===== src/rtl/sinc_pkg.sv =====
package sinc_pkg;

    localparam int NUM_STG = 5;

    // Filter order of stage index i (0-based): stages 1..3 are 4th order, 4..5 are 5th order
    function automatic int stg_order(input int i);
        return (i < 3) ? 4 : 5;
    endfunction

    // Decimation ratio of stage index i: only the second stage divides by three
    function automatic int stg_ratio(input int i);
        return (i == 1) ? 3 : 2;
    endfunction

    // Binomial coefficient n choose k
    function automatic int binom(input int n, input int k);
        int r;
        r = 1;
        for (int j = 1; j <= k; j++) begin
            r = (r * (n - j + 1)) / j;
        end
        return r;
    endfunction

    // DC gain of an order-N binomial kernel is 2**N, so growth in bits equals the order.
    // Stages 1 and 2 are never enabled together; the deepest path is {1,3,4,5}.
    localparam int MAX_GROW = stg_order(0) + stg_order(2) + stg_order(3) + stg_order(4);

    typedef logic [NUM_STG-1:0] stg_mask_t;

endpackage


===== src/rtl/sinc_rate_decode.sv =====
module sinc_rate_decode
    import sinc_pkg::*;
(
    input  logic [2:0] path_sel,
    input  logic [2:0] rate_code,
    output stg_mask_t  stg_en
);

    // Bit i enables stage i+1
    localparam stg_mask_t M_5     = 5'b10000;
    localparam stg_mask_t M_45    = 5'b11000;
    localparam stg_mask_t M_345   = 5'b11100;
    localparam stg_mask_t M_1345  = 5'b11101;
    localparam stg_mask_t M_245   = 5'b11010;

    always_comb begin
        stg_en = M_1345;
        if (path_sel == 3'd0) begin
            stg_en = M_1345;
        end else if (path_sel == 3'd1) begin
            unique case (rate_code)
                3'd7:         stg_en = M_45;
                3'd6, 3'd4:   stg_en = M_345;
                3'd3:         stg_en = M_245;
                default:      stg_en = M_1345;
            endcase
        end else begin
            unique case (rate_code)
                3'd7:         stg_en = M_5;
                3'd6:         stg_en = M_45;
                3'd5, 3'd2:   stg_en = M_345;
                3'd3:         stg_en = M_245;
                default:      stg_en = M_1345;
            endcase
        end
    end

endmodule


===== src/rtl/sinc_stage.sv =====
module sinc_stage #(
    parameter int DW    = 34,
    parameter int ORDER = 4,
    parameter int RATIO = 2
) (
    input  logic                 clk,
    input  logic                 rst_n,
    input  logic                 clr,
    input  logic                 en,
    input  logic                 in_vld,
    input  logic signed [DW-1:0] in_dat,
    output logic                 out_vld,
    output logic signed [DW-1:0] out_dat
);

    localparam int PW = (RATIO > 2) ? $clog2(RATIO) : 1;
    localparam logic [PW-1:0] LAST_PH = PW'(RATIO - 1);

    typedef struct packed {
        logic [PW-1:0]              phase;
        logic [ORDER-1:0][DW-1:0]   hist;
        logic                       vld;
        logic [DW-1:0]              dat;
    } stage_t;

    stage_t st_d, st_q;
    logic signed [DW-1:0] acc;
    logic signed [DW-1:0] cw;

    always_comb begin
        st_d     = st_q;
        st_d.vld = 1'b0;

        cw  = DW'(sinc_pkg::binom(ORDER, 0));
        acc = in_dat * cw;
        for (int k = 1; k <= ORDER; k++) begin
            cw  = DW'(sinc_pkg::binom(ORDER, k));
            acc = acc + $signed(st_q.hist[k-1]) * cw;
        end

        if (clr) begin
            st_d = '0;
        end else if (en && in_vld) begin
            st_d.hist[0] = in_dat;
            for (int k = 1; k < ORDER; k++) begin
                st_d.hist[k] = st_q.hist[k-1];
            end
            if (st_q.phase == LAST_PH) begin
                st_d.phase = '0;
                st_d.vld   = 1'b1;
                st_d.dat   = acc;
            end else begin
                st_d.phase = st_q.phase + 1'b1;
            end
        end
    end

    always_ff @(posedge clk or negedge rst_n) begin
        if (!rst_n) begin
            st_q <= '0;
        end else begin
            st_q <= st_d;
        end
    end

    assign out_vld = en ? st_q.vld : in_vld;
    assign out_dat = en ? $signed(st_q.dat) : in_dat;

    // phase counter stays inside its modulus
    a_r8_phase_range: assert property (@(posedge clk) disable iff (!rst_n)
        st_q.phase <= LAST_PH);

    // a registered output needs an accepted input one cycle earlier
    a_r6_vld_needs_input: assert property (@(posedge clk) disable iff (!rst_n)
        st_q.vld |-> $past(in_vld && en && !clr));

    // a clear leaves the stage silent and empty
    a_r9_clr_silences: assert property (@(posedge clk) disable iff (!rst_n)
        clr |=> (!st_q.vld && st_q.phase == '0 && st_q.hist == '0));

endmodule


===== src/rtl/sinc_cascade.sv =====
module sinc_cascade #(
    parameter int IN_W  = 16,
    parameter int OUT_W = IN_W + sinc_pkg::MAX_GROW
) (
    input  logic                    clk,
    input  logic                    rst_n,
    input  logic [2:0]              path_sel,
    input  logic [2:0]              rate_code,
    input  logic                    in_vld,
    input  logic signed [IN_W-1:0]  in_dat,
    output logic                    out_vld,
    output logic signed [OUT_W-1:0] out_dat
);
    import sinc_pkg::*;

    localparam int EXT_W = OUT_W - IN_W;

    typedef struct packed {
        logic [2:0] path;
        logic [2:0] code;
    } cfg_t;

    cfg_t      cfg_d, cfg_q;
    logic      clr;
    stg_mask_t stg_en;

    always_comb begin
        cfg_d.path = path_sel;
        cfg_d.code = rate_code;
        clr        = (cfg_d != cfg_q);
    end

    always_ff @(posedge clk or negedge rst_n) begin
        if (!rst_n) begin
            cfg_q <= '0;
        end else begin
            cfg_q <= cfg_d;
        end
    end

    sinc_rate_decode u_dec (
        .path_sel  (cfg_q.path),
        .rate_code (cfg_q.code),
        .stg_en    (stg_en)
    );

    logic [NUM_STG:0]            vld_c;
    logic [NUM_STG:0][OUT_W-1:0] dat_c;

    assign vld_c[0] = in_vld;
    assign dat_c[0] = {{EXT_W{in_dat[IN_W-1]}}, in_dat};

    for (genvar g = 0; g < NUM_STG; g++) begin : g_stg
        logic signed [OUT_W-1:0] s_out;
        sinc_stage #(
            .DW    (OUT_W),
            .ORDER (stg_order(g)),
            .RATIO (stg_ratio(g))
        ) u_stage (
            .clk     (clk),
            .rst_n   (rst_n),
            .clr     (clr),
            .en      (stg_en[g]),
            .in_vld  (vld_c[g]),
            .in_dat  ($signed(dat_c[g])),
            .out_vld (vld_c[g+1]),
            .out_dat (s_out)
        );
        assign dat_c[g+1] = s_out;
    end

    assign out_vld = vld_c[NUM_STG];
    assign out_dat = $signed(dat_c[NUM_STG]);

    // output strobe lasts a single cycle
    a_r6_single_strobe: assert property (@(posedge clk) disable iff (!rst_n)
        out_vld |=> !out_vld);

    // the last stage is part of every decoded set
    a_r3_last_stage_on: assert property (@(posedge clk) disable iff (!rst_n)
        stg_en[NUM_STG-1] && !(stg_en[0] && stg_en[1]));

endmodule


===== config.mk =====
export PLATFORM = sky130hd
export DESIGN_NAME = sinc_cascade
export DESIGN_NICKNAME = d
export VERILOG_FILES = /design/src/rtl/sinc_pkg.sv /design/src/rtl/sinc_rate_decode.sv /design/src/rtl/sinc_stage.sv /design/src/rtl/sinc_cascade.sv
export SDC_FILE = /design/constraint.sdc
export NUM_CORES = 2
export LEC_CHECK = 0
export ABC_AREA = 1
export BUFFER_PORTS_ARGS = -buffer_cell sky130_fd_sc_hd__buf_4
export CAP_MARGIN = 0
export CORE_ASPECT_RATIO = 1.25
export CORE_UTILIZATION = 35
export DETAILED_ROUTE_END_ITERATION = 6
export PLACE_DENSITY = 0.48
export SETUP_SLACK_MARGIN = 0.1
export SYNTH_ARGS = -nofsm -noshare
export SYNTH_HDL_FRONTEND = slang
export SYNTH_HIERARCHICAL = 1
export SYNTH_SLANG_ARGS = --single-unit

===== constraint.sdc =====
create_clock -name clk -period 8 [get_ports clk]
set_clock_uncertainty 0.05 [all_clocks]
set_input_delay 1.6 -clock clk [delete_from_list [all_inputs] [get_ports clk]]
set_output_delay 1.6 -clock clk [all_outputs]
set_load 0.005 [all_outputs]

==> out/qor_table.md <==
| Metric | This run | Unit |
| --- | --- | --- |
| Result of the run | finished, final reports clean | - |
| Die Wd | 426.9 | microns |
| Required time of the critical path | 8630 | ps |
| Rows | 194 | - |
| Actual transition at the worst max-transition pin | 1216 | ps |
| Sequential share of the synthesized area | 29.62 | % |
| Largest net degree at the start of global routing | 164 | - |
| Max-cap violations | 0 | - |
| Type of the most critical hold path | flip-flop to flip-flop | - |
| Minimum setup slack among reg-to-reg paths | 660 | ps |
| Number of vias per cell after detailed routing | 5.085 | - |
| Total gr overflow | 0 | - |
| Clock transition time at the flip-flop clock pins of the worst setup and hold paths | 60 | ps |
| Most repeated library cell on the critical path | sky130_fd_sc_hd__nand2_1 | - |
| Synthesized area | 0.07900 | sq mm |
| Vias | 64110 | - |
| First-pass GRT wire length | 405.7 | mm |
| CTS Buffer Depth | 3 | - |
| Number of routed nets with antenna violations | 0 | - |
| Leakage dissipation | 44.27 | nW |
| RSZ-0062 raised after global routing | true | - |
| Antenna violations before repair | 4 | - |
| CTS tree | yes | - |
| DRC marker count from the first detailed-route iteration | 3737 | - |
| Kind of launch point of the worst setup path | flip-flop | - |
| Max_slew headroom | 18.65 | % |
| Total core area | 0.2238 | sq mm |
| Proportion of synthesized flip-flops having asynchronous set or reset | 100.0 | % |
| Final critical-path required period | 7342 | ps |
| GPL Wtd Cong | 0.9561 | - |
| Accumulated negative setup slack | 0 | ps |
| Overall track demand over capacity in global routing | 23.05 | % |
| Yosys synthesis warning count | 6 | - |
| Number of synthesized register bits | 935 | - |
| Worst setup EP type | flip-flop | - |
| First-pass DRT Iterations | 6 | - |
| Post-synthesis average cell area | 8.434 | sq um |
| Slew Viols, Final | 0 | - |
| Number of sinks handled by clock tree synthesis | 935 | - |
| Signed area change from the synthesized netlist to the final layout | 11.85 | % |
| Net count after synthesis | 10840 | - |
| Core occupancy in the finished layout | 39.48 | % |
| Areal power density over the cells | 126.2 | mW/mm^2 |
| Final routed DRC violation total | 0 | - |
| Crit-path max FO | 70 | - |
| Primary flip-flop cell chosen by synthesis mapping | sky130_fd_sc_hd__dfrtp_1 | - |
| Placement-stage worst setup slack | -86.58 | ps |
| Maximum operating frequency | 0.1362 | GHz |
| CP Class | flip-flop to flip-flop | - |
| Vert. Die Dim | 533.2 | microns |
| Setup-failing EPs final | 0 | - |
| Via count of the first global-routing pass | 68440 | - |
| Post-detailed-routing wire length | 257.6 | mm |
| Total CTS buffers | 116 | - |
| Final worst setup slack | 657.9 | ps |
| Top-level port count | 60 | - |
| Final worst path period share | 91.78 | % |
| Die ar. | 0.2276 | sq mm |
| # port buffers | 59 | - |
| Critical Path Max Stage Delay | 530 | ps |
| Distinct cells, synth | 72 | - |
| Wire length per cell | 20.43 | microns |
| Clock Tree Root | sky130_fd_sc_hd__clkbuf_16 | - |
| Data arrival at the endpoint of the critical path | 7970 | ps |
| Level count of the clock H-tree | 3 | - |
| Final hold violation count | 0 | - |
| Share of post-route cells with drive strength above 1 | 7.914 | % |
| Detailed placer's ending HPWL | 206.9 | mm |
| Number of synthesized flops with an enable pin | 0 | - |
| # nets final | 11040 | - |
| Hold buffer count at cts | 0 | - |
| Maximum VDD drop | 0.2078 | mV |
| Number of standard cells after synthesis | 9367 | - |
| Clock latency at the later pin of the worst-skew pair | 810 | ps |
| Starting utilization of the core area | 35.30 | % |
| Cell type of the slowest stage on the worst timing path | sky130_fd_sc_hd__fa_1 | - |
## final timing paths
kind	cells past startpoint	endpoint	from
setup / recovery	37	g_stg[4].u_stage/st_q[29]$_DFFE_PN0P_	cfg_q[5]$_DFF_PN0_
hold / removal	2	g_stg[4].u_stage/st_q[20]$_DFFE_PN0P_	g_stg[4].u_stage/st_q[20]$_DFFE_PN0P_
setup reg to reg	37	g_stg[4].u_stage/st_q[29]$_DFFE_PN0P_	cfg_q[5]$_DFF_PN0_
hold reg to reg	2	g_stg[4].u_stage/st_q[20]$_DFFE_PN0P_	g_stg[4].u_stage/st_q[20]$_DFFE_PN0P_
max in group asynchronous	3	g_stg[0].u_stage/st_q[140]$_DFFE_PN0P_	rst_n
min in group asynchronous	1	g_stg[2].u_stage/st_q[169]$_DFFE_PN0P_	rst_n
## kinds of logic after synthesis
| logic type | count (synthesis) | share of synthesized area (%) |
|---|---|---|
| fa+ha+maj | 1447 | 29.23 |
| mux | 5 | 0.07127 |
| flops | 935 | 29.62 |
| simple gates | 2915 | 15.56 |
| compound gates | 1836 | 13.41 |
| xor+xnor | 211 | 2.339 |
| other cells | 1 | 0.004747 |
| buf+inv | 2017 | 9.764 |
## worst max-delay path: cells and delay by family (launching register included)
family                     cells  cell delay [ps]
buffers and inverters         12             1310
adders and majority gates      6             2460
and+or+nand+nor               13             1320
DFF                            1              450
AOI/OAI and AO/OA              6             1490
## synthesized netlist by cell type, types with 9 or more instances
cell type | instances | area, sq um
sky130_fd_sc_hd__nor2_2 | 15 | 93.84
sky130_fd_sc_hd__nand3b_1 | 21 | 157.7
sky130_fd_sc_hd__o21ai_1 | 39 | 195.2
sky130_fd_sc_hd__a21boi_0 | 15 | 112.6
sky130_fd_sc_hd__a21o_1 | 53 | 397.9
sky130_fd_sc_hd__nand3_1 | 526 | 2633
sky130_fd_sc_hd__o21bai_1 | 44 | 330.3
sky130_fd_sc_hd__buf_2 | 63 | 315.3
sky130_fd_sc_hd__nand4_1 | 28 | 175.2
sky130_fd_sc_hd__o21a_1 | 15 | 112.6
sky130_fd_sc_hd__nand2_1 | 1722 | 6464
sky130_fd_sc_hd__dfrtp_1 | 935 | 23400
sky130_fd_sc_hd__clkbuf_1 | 181 | 679.4
sky130_fd_sc_hd__nor4_1 | 9 | 56.30
sky130_fd_sc_hd__inv_2 | 28 | 105.1
sky130_fd_sc_hd__buf_1 | 17 | 63.81
sky130_fd_sc_hd__a21oi_1 | 376 | 1882
sky130_fd_sc_hd__o22ai_1 | 440 | 2753
sky130_fd_sc_hd__inv_1 | 1714 | 6434
sky130_fd_sc_hd__a22o_1 | 18 | 157.7
sky130_fd_sc_hd__nor3_1 | 60 | 300.3
sky130_fd_sc_hd__fa_1 | 664 | 13290
sky130_fd_sc_hd__a32o_1 | 10 | 100.1
sky130_fd_sc_hd__o21ai_2 | 15 | 131.4
sky130_fd_sc_hd__o211ai_1 | 11 | 82.58
sky130_fd_sc_hd__xnor2_1 | 101 | 884.6
sky130_fd_sc_hd__nand2_2 | 51 | 319.1
sky130_fd_sc_hd__a31oi_1 | 30 | 187.7
sky130_fd_sc_hd__nor3_2 | 11 | 110.1
sky130_fd_sc_hd__nor2_1 | 423 | 1588
sky130_fd_sc_hd__ha_1 | 783 | 9797
sky130_fd_sc_hd__xor2_1 | 110 | 963.4
sky130_fd_sc_hd__o21ai_0 | 700 | 3503
sky130_fd_sc_hd__a21oi_2 | 30 | 262.8
## metrics by stage
step                hold slack, ps  cell area, sq um  power, W  instances
finish                       425.7             88360   0.01115      12610
global route                 446.2             88360   0.01159      12610
CTS                          432.0             88350   0.01136      12610
detailed placement           415.4             84320  0.005612      12390
global placement             411.3             84320  0.005616      12390
floorplan                    398.9             79000  0.005200       9367
## state kept, by name, summed over array words and instances, names as in the netlist
signal	cells
cfg_q	6
g_stg.u_stage/st_q	929
## placed cells by master (no fill, tap or decap), drive strengths merged, types with 157 or more instances in the layout
master / Yosys / final
ha: 783 / 783
clkbuf: 184 / 157
dfrtp: 935 / 935
a21oi: 407 / 407
nand3: 531 / 531
inv: 1742 / 1744
o22ai: 440 / 440
buf: 87 / 353
nand2: 1775 / 1775
fa: 664 / 664
nor2: 443 / 443
o21ai: 754 / 754
## cell type report
cell class,count,area (sq um)
clock inverter,60,755.7
tap,2940,3679
fill,22900,135400
timing repair buffer,353,2733
multi-input combinational,6415,47950
antenna,2,5.005
inverter,1746,6570
sequential,935,23400
clock buffer,157,3267
## what timing repair did
item | CTS | global route
gates resized for setup | 0 | 7
setup buffers | 0 | 0
setup endpoints to repair | 0 | 6
## power by group
part	switching, W	internal [W]	total, W	leakage [nW]
clock network	0.00240	0.00324	0.00564	1.95
registers	0.00000335	0.00473	0.00474	13.1
logic	0.000554	0.000228	0.000782	29.3
total	0.00296	0.00819	0.0112	44.3
## routing by layer
metal | share of wire [%] | global-route usage [%] | routed length, microns | vias to the layer above
met5 | 0.0039 | 0 | 10 | -
met4 | 4.0 | 8.609 | 10400 | 2
met3 | 2.6 | 1.835 | 6809 | 374
met2 | 53 | 42.56 | 135900 | 1101
met1 | 41 | 27.52 | 104400 | 31820
li1 | - | - | - | 30820
Note: power is estimated with default switching activity, not from simulation.
